<file path="config.mk">
export PLATFORM = sky130hd
export DESIGN_NAME = rstseq_top
export DESIGN_NICKNAME = d
export VERILOG_FILES = /design/src/rtl/rstseq_pkg.sv /design/src/rtl/rstseq_detect.sv /design/src/rtl/rstseq_status.sv /design/src/rtl/rstseq_timer.sv /design/src/rtl/rstseq_top.sv
export SDC_FILE = /design/constraint.sdc
export NUM_CORES = 1
export LEC_CHECK = 0
export BUFFER_PORTS_ARGS = -buffer_cell sky130_fd_sc_hd__buf_2
export CAP_MARGIN = 20
export CORE_MARGIN = 8
export CORE_UTILIZATION = 55
export CTS_BUF_LIST = sky130_fd_sc_hd__clkbuf_2
export CTS_CLUSTER_DIAMETER = 40
export DETAILED_ROUTE_END_ITERATION = 8
export GPL_TIMING_DRIVEN = 0
export PLACE_DENSITY = 0.88
export SLEW_MARGIN = 10
export SYNTH_ARGS = -nofsm -noshare
export SYNTH_HDL_FRONTEND = slang
export SYNTH_SLANG_ARGS = --single-unit
</file>
<file path="constraint.sdc">
create_clock -name clk_i -period 3.44 [get_ports clk_i]
set_input_delay 0.516 -clock clk_i [delete_from_list [all_inputs] [get_ports clk_i]]
set_output_delay 0.516 -clock clk_i [all_outputs]
set_load 0.01 [all_outputs]
</file>
<file path="src/rtl/rstseq_pkg.sv">
package rstseq_pkg;

    typedef enum logic [2:0] {
        ST_LVWAIT,
        ST_HOLD,
        ST_PH1,
        ST_PH2,
        ST_VEC0,
        ST_VEC1,
        ST_RUN
    } seq_state_e;

    localparam int STAT_W = 4;
    localparam int B_LV   = 0;
    localparam int B_ILAD = 1;
    localparam int B_ILOP = 2;
    localparam int B_POR  = 3;

    localparam int OPC_W  = 8;
    localparam int ADDR_W = 16;

    localparam logic [OPC_W-1:0]  OP_PREFIX = 8'h9E;
    localparam logic [OPC_W-1:0]  OP_STOP   = 8'h8E;
    localparam logic [ADDR_W-1:0] VEC_FIRST = 16'hFFFE;
    localparam logic [ADDR_W-1:0] VEC_SECOND = 16'hFFFF;

    typedef struct packed {
        logic illop;
        logic ilad;
        logic lv;
    } src_ev_t;

endpackage

</file>
<file path="src/rtl/rstseq_detect.sv">
module rstseq_detect
    import rstseq_pkg::*;
(
    input  logic             clk_i,
    input  logic             por_i,
    input  logic             opc_fetch_i,
    input  logic [OPC_W-1:0] opcode_i,
    input  logic             illop_i,
    input  logic             stop_i,
    input  logic             unmapped_i,
    input  logic             stop_en_i,
    input  logic             lv_flag_i,
    input  logic             lv_pwr_en_i,
    input  logic             lv_rst_en_i,
    output src_ev_t          ev_o
);

    typedef struct packed {
        logic prefix;
    } det_t;

    det_t det_d, det_q;

    always_comb begin
        det_d = det_q;
        if (opc_fetch_i) begin
            det_d.prefix = (opcode_i == OP_PREFIX);
        end
        ev_o.illop = illop_i
                   | (stop_i & ~stop_en_i)
                   | (opc_fetch_i & det_q.prefix & (opcode_i == OP_STOP));
        ev_o.ilad  = unmapped_i & opc_fetch_i;
        ev_o.lv    = lv_flag_i & lv_pwr_en_i & lv_rst_en_i;
    end

    always_ff @(posedge clk_i or posedge por_i) begin
        if (por_i) begin
            det_q <= '0;
        end else begin
            det_q <= det_d;
        end
    end

endmodule

</file>
<file path="src/rtl/rstseq_status.sv">
module rstseq_status
    import rstseq_pkg::*;
(
    input  logic              clk_i,
    input  logic              por_i,
    input  logic              rd_i,
    input  src_ev_t           ev_i,
    output logic [STAT_W-1:0] status_o
);

    logic [STAT_W-1:0] stat_d, stat_q;

    always_comb begin
        stat_d = rd_i ? '0 : stat_q;
        if (ev_i.illop) stat_d[B_ILOP] = 1'b1;
        if (ev_i.ilad)  stat_d[B_ILAD] = 1'b1;
        if (ev_i.lv)    stat_d[B_LV]   = 1'b1;
        if (|ev_i)      stat_d[B_POR]  = 1'b0;
    end

    always_ff @(posedge clk_i or posedge por_i) begin
        if (por_i) begin
            stat_q <= STAT_W'(1) << B_POR;
        end else begin
            stat_q <= stat_d;
        end
    end

    assign status_o = stat_q;

endmodule

</file>
<file path="src/rtl/rstseq_timer.sv">
module rstseq_timer
    import rstseq_pkg::*;
#(
    parameter int HOLD_CYCLES  = 4096,
    parameter int PHASE_CYCLES = 32
) (
    input  logic              clk_i,
    input  logic              por_i,
    input  src_ev_t           ev_i,
    output logic              rst_pin_n_o,
    output logic              cpu_rst_o,
    output logic              vec_fetch_o,
    output logic [ADDR_W-1:0] vec_addr_o
);

    localparam int MAX_CNT = (HOLD_CYCLES > PHASE_CYCLES) ? HOLD_CYCLES : PHASE_CYCLES;
    localparam int CNT_W   = $clog2(MAX_CNT + 1);
    localparam logic [CNT_W-1:0] HOLD_LAST  = CNT_W'(HOLD_CYCLES - 1);
    localparam logic [CNT_W-1:0] PHASE_LAST = CNT_W'(PHASE_CYCLES - 1);

    typedef struct packed {
        seq_state_e       st;
        logic [CNT_W-1:0] cnt;
    } seq_t;

    seq_t seq_d, seq_q;

    always_comb begin
        seq_d = seq_q;
        unique case (seq_q.st)
            ST_LVWAIT: begin
                if (!ev_i.lv) begin
                    seq_d.st  = ST_HOLD;
                    seq_d.cnt = '0;
                end
            end
            ST_HOLD: begin
                if (seq_q.cnt == HOLD_LAST) begin
                    seq_d.st  = ST_PH1;
                    seq_d.cnt = '0;
                end else begin
                    seq_d.cnt = seq_q.cnt + CNT_W'(1);
                end
            end
            ST_PH1: begin
                if (seq_q.cnt == PHASE_LAST) begin
                    seq_d.st  = ST_PH2;
                    seq_d.cnt = '0;
                end else begin
                    seq_d.cnt = seq_q.cnt + CNT_W'(1);
                end
            end
            ST_PH2: begin
                if (seq_q.cnt == PHASE_LAST) begin
                    seq_d.st  = ST_VEC0;
                    seq_d.cnt = '0;
                end else begin
                    seq_d.cnt = seq_q.cnt + CNT_W'(1);
                end
            end
            ST_VEC0: seq_d.st = ST_VEC1;
            ST_VEC1: seq_d.st = ST_RUN;
            default: seq_d.st = ST_RUN;
        endcase

        if (ev_i.lv) begin
            seq_d.st  = ST_LVWAIT;
            seq_d.cnt = '0;
        end else if (ev_i.illop || ev_i.ilad) begin
            seq_d.st  = ST_HOLD;
            seq_d.cnt = '0;
        end
    end

    always_ff @(posedge clk_i or posedge por_i) begin
        if (por_i) begin
            seq_q.st  <= ST_HOLD;
            seq_q.cnt <= '0;
        end else begin
            seq_q <= seq_d;
        end
    end

    always_comb begin
        rst_pin_n_o = !(seq_q.st == ST_LVWAIT || seq_q.st == ST_HOLD);
        cpu_rst_o   = (seq_q.st == ST_LVWAIT) || (seq_q.st == ST_HOLD)
                   || (seq_q.st == ST_PH1) || (seq_q.st == ST_PH2);
        vec_fetch_o = (seq_q.st == ST_VEC0) || (seq_q.st == ST_VEC1);
        unique case (seq_q.st)
            ST_VEC0: vec_addr_o = VEC_FIRST;
            ST_VEC1: vec_addr_o = VEC_SECOND;
            default: vec_addr_o = '0;
        endcase
    end

endmodule

</file>
<file path="src/rtl/rstseq_top.sv">
module rstseq_top
    import rstseq_pkg::*;
#(
    parameter int HOLD_CYCLES  = 4096,
    parameter int PHASE_CYCLES = 32
) (
    input  logic         clk_i,
    input  logic         por_i,
    input  logic         lv_flag_i,
    input  logic         opc_fetch_i,
    input  logic [7:0]   opcode_i,
    input  logic         illop_i,
    input  logic         stop_i,
    input  logic         unmapped_i,
    input  logic         stop_en_i,
    input  logic         lv_pwr_en_i,
    input  logic         lv_rst_en_i,
    input  logic         status_rd_i,
    output logic         rst_pin_n_o,
    output logic         cpu_rst_o,
    output logic         vec_fetch_o,
    output logic [15:0]  vec_addr_o,
    output logic [3:0]   status_o
);

    src_ev_t ev;

    rstseq_detect u_detect (
        .clk_i       (clk_i),
        .por_i       (por_i),
        .opc_fetch_i (opc_fetch_i),
        .opcode_i    (opcode_i),
        .illop_i     (illop_i),
        .stop_i      (stop_i),
        .unmapped_i  (unmapped_i),
        .stop_en_i   (stop_en_i),
        .lv_flag_i   (lv_flag_i),
        .lv_pwr_en_i (lv_pwr_en_i),
        .lv_rst_en_i (lv_rst_en_i),
        .ev_o        (ev)
    );

    rstseq_status u_status (
        .clk_i    (clk_i),
        .por_i    (por_i),
        .rd_i     (status_rd_i),
        .ev_i     (ev),
        .status_o (status_o)
    );

    rstseq_timer #(
        .HOLD_CYCLES  (HOLD_CYCLES),
        .PHASE_CYCLES (PHASE_CYCLES)
    ) u_timer (
        .clk_i       (clk_i),
        .por_i       (por_i),
        .ev_i        (ev),
        .rst_pin_n_o (rst_pin_n_o),
        .cpu_rst_o   (cpu_rst_o),
        .vec_fetch_o (vec_fetch_o),
        .vec_addr_o  (vec_addr_o)
    );

endmodule

</file>
### Word level (Yosys, flattened, before mapping)

Index checks and enable logic that the tools add are counted.

* reductions and logical operators: 15
* $add $sub $neg: 1
* bitwise gates (word level): 9
* multiplexer cells: 15
* equal/unequal tests: 12

Operators with widths (count)
* case mux 13 bit (3 select lines): 1
* 2-to-1 mux 16 bit: 2
* case mux 16 bit (2 select lines): 1
* 2-to-1 mux 13 bit: 2
* equality test 8 bit, second input constant: 2
* case mux 3 bit (5 select lines): 1
* adder 13 x 1 -> 13 bit, second input constant: 1
* equality test 13 x 12 -> 1 bit, second input constant: 1
* equality test 13 x 5 -> 1 bit, second input constant: 1
* inequality test 4 x 2 -> 1 bit, second input constant: 3
* 2-to-1 mux 3 bit: 3
* nonzero test 2 bit: 4
* bitwise AND 1 bit: 6
* equality test 3 x 2 -> 1 bit, second input constant: 2
* equality test 3 bit, second input constant: 2
* logical OR 1 bit: 5
* nonzero test 5 bit: 1
* 2-to-1 mux 1 bit: 4
* 2-to-1 mux 4 bit: 1
* equality test 3 x 1 -> 1 bit, second input constant: 1
* logical NOT 3 bit: 1
* AND reduction 3 bit: 1
* OR reduction 3 bit: 1
* OR 1 bit: 2
* 3 further kinds: 3

* bits in registers: 21
* input bits: 19
* word-level logic and storage cells: 59

### Depth between registers and ports, before layout

Gate-level depths: netlist (run 1).

* depth in word-level cells: 7
* depth in mapped cells: 7
* gate-level depth less buffers: 6

### Modules after synthesis

Synthesis (run 1) repeated with hierarchy kept, for this count alone.

* cells, all modules: 140
* area, all modules: 1280.0 um2

Modules (own cells, without submodules)
* rstseq_timer: cells an instance 115, sequential area each 401.6 um2, area each 1026.0 um2, times used 1
* rstseq_status: cells an instance 11, sequential area each 101.3 um2, area each 150.1 um2, times used 1
* rstseq_detect: cells an instance 14, sequential area each 25.0 um2, area each 103.8 um2, times used 1

### Worst setup path before layout (run 1)

OpenSTA, ideal clock, no wires.

* kind: input port to flip-flop
* from: input opcode_i[6]
* to: register u_timer.seq_q[11] in the netlist's numbering
* stages: 5
* arrival time: 1.855 ns
* setup slack: 1.459 ns
* library setup time: 0.126 ns
* cells stage by stage: nand4bb_1 or4_4 and4_4 buf_6 a221o_1

* cells in the longest elaborated chain, start to end: 6
* elaborated cells between the ends (all ways): 7
* those cells by class: 1 x eq/ne; 2 x mux; 2 x bitwise; 2 x reduce/logical

Ends and longest elaborated chain
* start, declared: line rstseq_top.sv:11 `input logic [7:0] opcode_i,`
* equality test 8 bit (*): line rstseq_detect.sv:31 `| (opc_fetch_i & det_q.prefix & (opcode_i == OP_STOP));`
* bitwise AND 1 bit (*): line rstseq_detect.sv:31
* OR 1 bit (*): line rstseq_detect.sv:31
* logical OR 1 bit (*): line rstseq_timer.sv:69 `end else if (ev_i.illop || ev_i.ilad) begin`
* 2-to-1 mux 16 bit: line rstseq_timer.sv:69
* 2-to-1 mux 16 bit: line rstseq_timer.sv:66 `if (ev_i.lv) begin`
* end signal, assigned: line rstseq_timer.sv:80 `seq_q <= seq_d;`
* end, declared: line rstseq_timer.sv:26 `seq_t seq_d, seq_q;`

Every way passes the cells marked *; elsewhere a longest branch is shown, timed or not.
A chain may end at the register's enable or synchronous reset.

### Worst setup path in the final report (run 1)

* from: register u_timer.seq_q[15] in the netlist's numbering
* to: output vec_addr_o[12]

* cells in the longest elaborated chain, start to end: 2
* elaborated cells between the ends (all ways): 3
* those cells by class: 2 x eq/ne; 1 x mux

Ends and longest elaborated chain
* equality test 3 bit: line rstseq_timer.sv:89 `unique case (seq_q.st)`
* case mux 16 bit (2 select lines) (*): line rstseq_timer.sv:89
* end, declared: line rstseq_top.sv:22 `output logic [15:0] vec_addr_o,`

Marks and branches as above.

==> run metrics, run 1 <==
Worst Path Max Fanout=16; Period minus WS final=2.487 ns; Psw=0.1149 mW; H-tree depth=1; commonest non-fill, non-tap cell in the layout=buf_2; fmax=402.0 MHz; syn avg cell area=9.411 um^2; post-synth top area share=0.3609; vias in the first global route=1297; top cells by area, synth=dfrtp_1 36%, buf_4 9.1%, a221o_1 5.3%; EDFF count, synth=0; vias=1248; CTS Sinks=21; Worst-Margin Slew=0.8467 ns; main combinational cell family by area after synthesis=simple AND/OR/NAND/NOR gates; Die Footprint=4218 um^2; crit-path cells=inv_1, nor2_1, buf_4, buf_2; worst path arrival time=1.97 ns; crit start category=flop; cells after synthesis=140; Layout area overhead=19.75%; area post-placement=1558 um^2; critical path start-end classification=reg -> out; final hold violation count=0; I/O pin cnt=42; Slowest cell on crit path=nor2_1; flop2flop setup slack=1.27 ns; DR DRC count=0; Max Slew Vio Count=0; Detailed Route WL=3.404 mm; largest stage delay on the critical path=0.66 ns; # setup viols final=0; synthesized cell area=1318 um^2; multiplexer area fraction after synthesis=0.008547; Sw Ratio=0.2724; CTS Hold Bufs=0; Final TNS setup=0 ns; global route total overflow=0; first-pass GRT wire length=5.816 mm; antenna-violating nets left=0; Final Cell Area=1578 um^2; compound-gate portion of the synthesized area=0.1956; slew margin rel.=0.4334; Gate power share=0.133; Synth async-reset ratio=1.000; # diodes=0; CTS tree=done; Int Power=0.3070 mW; commonest cells after routing, fill and taps aside=43 x buf_2, 19 x dfrtp_1, 16 x buf_4, 13 x nand2_1, 10 x nor3_1; P_leak=0.8275 nW; outcome=finished clean; CTS clk-pin slew, worst paths=0.20 ns; CTS root buffer=clkbuf_2; pwr dens=267.4 nW/um^2; Die W=64.95 um; Adder-Cell Fraction of Synth Area=0.009497; Synth area leader=dfrtp_1; vias per cell=5.859; GRT Util Overall=0.1680; number of synthesized register bits=21; 1st-pass router iterations=6; wire length on met2=1.807 mm; Synth Area in Simple Gates=0.2555; Synth Warn #=0; Post-CTS Setup Inserts=0; Worst Hold Class=in -> async; Sequential Power Share=0.613; dominant synthesized flop cell=dfrtp_1; Initial Util=0.5899; final period utilization=0.7231; RSZ-0062 raised after global routing=no; total nets after synthesis=160; Final Wtd Congestion=0.8281; CTS Buf Count=3; fraction of layout cells with a size suffix above 1=0.4108; Clk pwr share=0.254; Post-Synth XOR/XNOR Area=0; M1 WL=1.242 mm; CP Capture Type=output port; # nets final=206; highest metal used=met4; die height=64.95 um; dpl hpwl=2.632 mm; CORE AREA=2233 um^2; largest net degree at the start of global routing=22; port bufs=41; register area share after synthesis=0.4008; Crit path required time=2.92 ns; worst clock skew=0.01272 ns; Yosys cell types=41; PostCTS Resize Cnt=0; initial antenna violation count=0; WL per Instance=15.98 um; routed wire length on met3=311 um; Worst VDD drop=0.2157 mV; Iter 0 DRT Violations=73; max-cap violations=0; clk buf depth=2; Worst-Skew Late Latency=0.33 ns; FP Rows=17
## registers in the layout, summed over array words and instances (netlist names)
register	count
u_timer.seq_q	16
u_status.status_o	4
u_detect.det_q	1
## stage by stage
step | worst slack [ns] | std cells | hold slack [ns] | utilization | total power [mW]
6_report | 0.9525 | 213 | 0.2875 | 0.7064 | 0.4219
5_1_grt | 0.7461 | 213 | 0.3054 | 0.7064 | 0.4346
2_1_floorplan | 1.459 | 140 | 0.4823 | - | 0.2944
3_5_place_dp | 1.210 | 209 | 0.4672 | 0.6975 | 0.3194
3_3_place_gp | 1.251 | 209 | 0.4605 | 0.6975 | 0.3151
4_1_cts | 0.9213 | 213 | 0.3050 | 0.7064 | 0.4209
## cell usage after synthesis, drive strengths merged, types with 2 or more instances
master	number
dfstp	2
a221o	7
a21oi	3
o31ai	5
nand2	13
nor2	8
a22o	5
a221oi	2
dfrtp	19
nand3	6
and4	2
nand4	4
inv	8
o21ai	4
buf	19
a21o	2
nor4	5
nor3	10
## final timing paths
kind,startpoint,endpoint,depth (start not counted)
worst max-delay path,u_timer.seq_q[15],vec_addr_o[12],4
worst min-delay path,por_i,u_status.status_o[1],2
worst max register to register,u_timer.seq_q[0],u_timer.seq_q[2],7
worst min register to register,u_status.status_o[0],u_status.status_o[0],1
max in group asynchronous,por_i,u_timer.seq_q[6],2
min in group clk_i,status_rd_i,u_status.status_o[3],2
## layer usage
metal / vias up / global-route usage
li1: 606 / -
met1: 592 / 0.1722
met2: 44 / 0.3130
met3: 6 / 0.04811
met4: 0 / 0.06540
met5: - / 0
## critical path, delay by kind of cell (launching register included)
family / cells / cell delay [ns]
AND/OR/NAND/NOR: 1 / 0.66
flip-flops: 1 / 0.50
buffers and inverters: 3 / 0.47
## power by group through the flow
stage | combinational [mW] | sequential (mW) | clock [mW]
floorplan | 0.0312 | 0.263 | 0
global placement | 0.0530 | 0.262 | 0
detailed placement | 0.0563 | 0.263 | 0
CTS | 0.0563 | 0.259 | 0.106
global route | 0.0617 | 0.260 | 0.113
finish | 0.0560 | 0.259 | 0.107
## kinds of logic (layout without fill, tap and decap cells)
logic type,Yosys count,in the layout
adder cells (fa/ha/maj),1,1
buffers and inverters,27,72
AND/OR/NAND/NOR,58,58
flip-flops,21,21
AO/OA/AOI/OAI,32,32
multiplexers,1,1
## layout make-up
cell class                      instances  area, um^2
Clock buffer                            4       20.02
Timing Repair Buffer                   41       205.2
Buffer                                 19       141.4
Fill cell                             196       655.6
Sequential cell                        21       528.0
Inverter                                8       30.03
Tap cell                               28       35.03
Multi-Input combinational cell         92       618.1
No activity file was read; power rests on OpenSTA's default activity.
==> inputs of run 2 (changes only) <==
- ABC_AREA: not set -> 1
- CORE_UTILIZATION: 55 -> 49
- PLACE_DENSITY: 0.88 -> 0.81
- clock period: 3.44 -> 2.1 ns (I/O delays scaled with it)
==> run metrics, run 2 <==
Int Power=0.5347 mW; pwr dens=425.2 nW/um^2; dpl hpwl=2.944 mm; CTS Buf Count=3; Die W=72.34 um; outcome=finished clean; worst clock skew=0.01074 ns; # setup viols final=0; Psw=0.2489 mW; slew margin rel.=0.4718; commonest non-fill, non-tap cell in the layout=nand2_1; RSZ-0062 raised after global routing=no; I/O pin cnt=42; vias per cell=4.890; Synth async-reset ratio=1.000; max reg flops=16; critical path start-end classification=reg -> out; Worst Path Max Fanout=16; EDFF count, synth=0; Final Wtd Congestion=0.8832; number of synthesized register bits=21; post-synth top area share=0.3057; Die Footprint=5232 um^2; antenna-violating nets left=0; vias in the first global route=1341; largest net degree at the start of global routing=22; Final WS setup=0.1717 ns; PostCTS Resize Cnt=1; final period utilization=0.9182; CORE AREA=3028 um^2; FP Rows=20; Post-CTS Setup Inserts=0; CTS root buffer=clkbuf_2; Commonest cells post-synth=48 x nand2_1, 30 x inv_1, 26 x nand3_1, 26 x nor2_1, 19 x dfrtp_1; Layout area overhead=18.50%; Worst-Skew Late Latency=0.32 ns; Initial Util=0.5136; Period minus WS final=1.928 ns; DR DRC count=0; top cells by area, synth=dfrtp_1 31%, nand2_1 12%, nand3_1 8.4%; WL per Instance=11.82 um; H-tree depth=1; synthesized cell area=1555 um^2; crit start category=flop; cells after synthesis=219; CTS Sinks=21; Iter 0 DRT Violations=70; global route total overflow=0; total nets after synthesis=239; Max Slew Vio Count=0; initial antenna violation count=0; worst path arrival time=1.61 ns; CTS tree=done; vias=1506; Clk pwr share=0.223; flop2flop setup slack=0.37 ns; # nets final=285; Worst-Margin Slew=0.7914 ns; Detailed Route WL=3.642 mm; Worst Hold Class=in -> async; 1st-pass router iterations=4; commonest cells after routing, fill and taps aside=48 x nand2_1, 41 x buf_2, 30 x inv_1, 26 x nand3_1, 25 x nor2_1; syn avg cell area=7.102 um^2; Sw Ratio=0.3176; CP Capture Type=output port; Crit path required time=1.78 ns; dominant synthesized flop cell=dfrtp_1; max-cap violations=0; CTS Hold Bufs=0; register area share after synthesis=0.3395; Synth area leader=dfrtp_1; fraction of layout cells with a size suffix above 1=0.3068; GRT Util Overall=0.1459; fmax=518.6 MHz; Final TNS setup=0 ns; CTS clk-pin slew, worst paths=0.20 ns; P_leak=0.9904 nW; Gate power share=0.223; most common cell in the netlist=nand2_1; Yosys cell types=25; die height=72.34 um; port bufs=41; Sequential Power Share=0.555; pre-CTS setup slack=0.1455 ns; final hold violation count=0; most flop-heavy register=u_timer.seq_q; Synth Warn #=0; clk buf depth=2; Fill cells=285; first-pass GRT wire length=6.223 mm; Worst VDD drop=0.3548 mV; # diodes=0
run 2: changes by cell type after synthesis, sizes merged, moves of 7 or more:
cell / previous run / this run
a221o: 7 / 0
nand2: 13 / 54
inv: 8 / 30
nor2: 8 / 33
nand3: 6 / 28
run 2: path summary, 6_finish.rpt:
check | cells after the start | startpoint | to
max reg2reg | 10 | u_timer.seq_q[0] | u_timer.seq_q[9]
max in group asynchronous | 2 | por_i | u_timer.seq_q[5]
max | 4 | u_timer.seq_q[15] | vec_addr_o[3]
min in group clk_i | 2 | status_rd_i | u_status.status_o[3]
min reg2reg | 2 | u_status.status_o[3] | u_status.status_o[3]
min | 2 | por_i | u_timer.seq_q[14]
run 2: routing by layer:
layer | up-vias | wire length, um | share of wire | GRT usage
met5 | - | 0 | 0 | 0
met4 | 0 | 34 | 0.0093 | 0.03401
met3 | 4 | 161 | 0.044 | 0.02617
met2 | 37 | 1828 | 0.50 | 0.2508
met1 | 687 | 1618 | 0.44 | 0.1827
li1 | 778 | - | - | -
run 2: layout make-up:
cell class / count / area (um^2) / area share
plain buffers: 16 / 120.1 / 0.06517
clock buffers: 4 / 20.02 / 0.01086
inverters: 30 / 112.6 / 0.06110
multi-input cells: 152 / 802.0 / 0.4352
flip-flops and latches: 21 / 528.0 / 0.2865
well taps: 44 / 55.05 / 0.02987
repair buffers: 41 / 205.2 / 0.1113
run 2: power groups by stage:
stage / sequential [mW] / combinational (mW) / clock (mW)
2_1_floorplan: 0.440 / 0.118 / 0
3_3_place_gp: 0.440 / 0.174 / 0
3_5_place_dp: 0.440 / 0.176 / 0
4_1_cts: 0.434 / 0.176 / 0.177
5_1_grt: 0.437 / 0.193 / 0.197
6_report: 0.435 / 0.175 / 0.175
run 2: kinds of logic (layout without fill, tap and decap cells):
family,count (synthesis),after routing,synth area share
adders and majority gates,1,1,0.008044
buffers and inverters,46,91,0.1496
DFF,21,21,0.3395
xor gates and xnor gates,4,4,0.02252
and+or+nand+nor,127,127,0.4079
AOI/OAI and AO/OA,20,20,0.07241
run 2: worst max-delay path, cell delays in order, from the launching register on:
cell     delay [ns]
dfrtp_1        0.55
inv_1          0.16
nor2_4         0.29
buf_4          0.17
buf_2          0.12
run 2: metrics by stage:
stage,hold WS [ns],area [um^2],utilization,power [mW],std cells
2_1_floorplan,0.2900,1555,-,0.5583,219
3_3_place_gp,0.4456,1815,0.5996,0.6136,304
3_5_place_dp,0.4574,1815,0.5996,0.6165,304
4_1_cts,0.1116,1838,0.6070,0.7866,308
5_1_grt,0.09574,1843,0.6087,0.8275,308
6_report,0.09452,1843,0.6087,0.7836,308
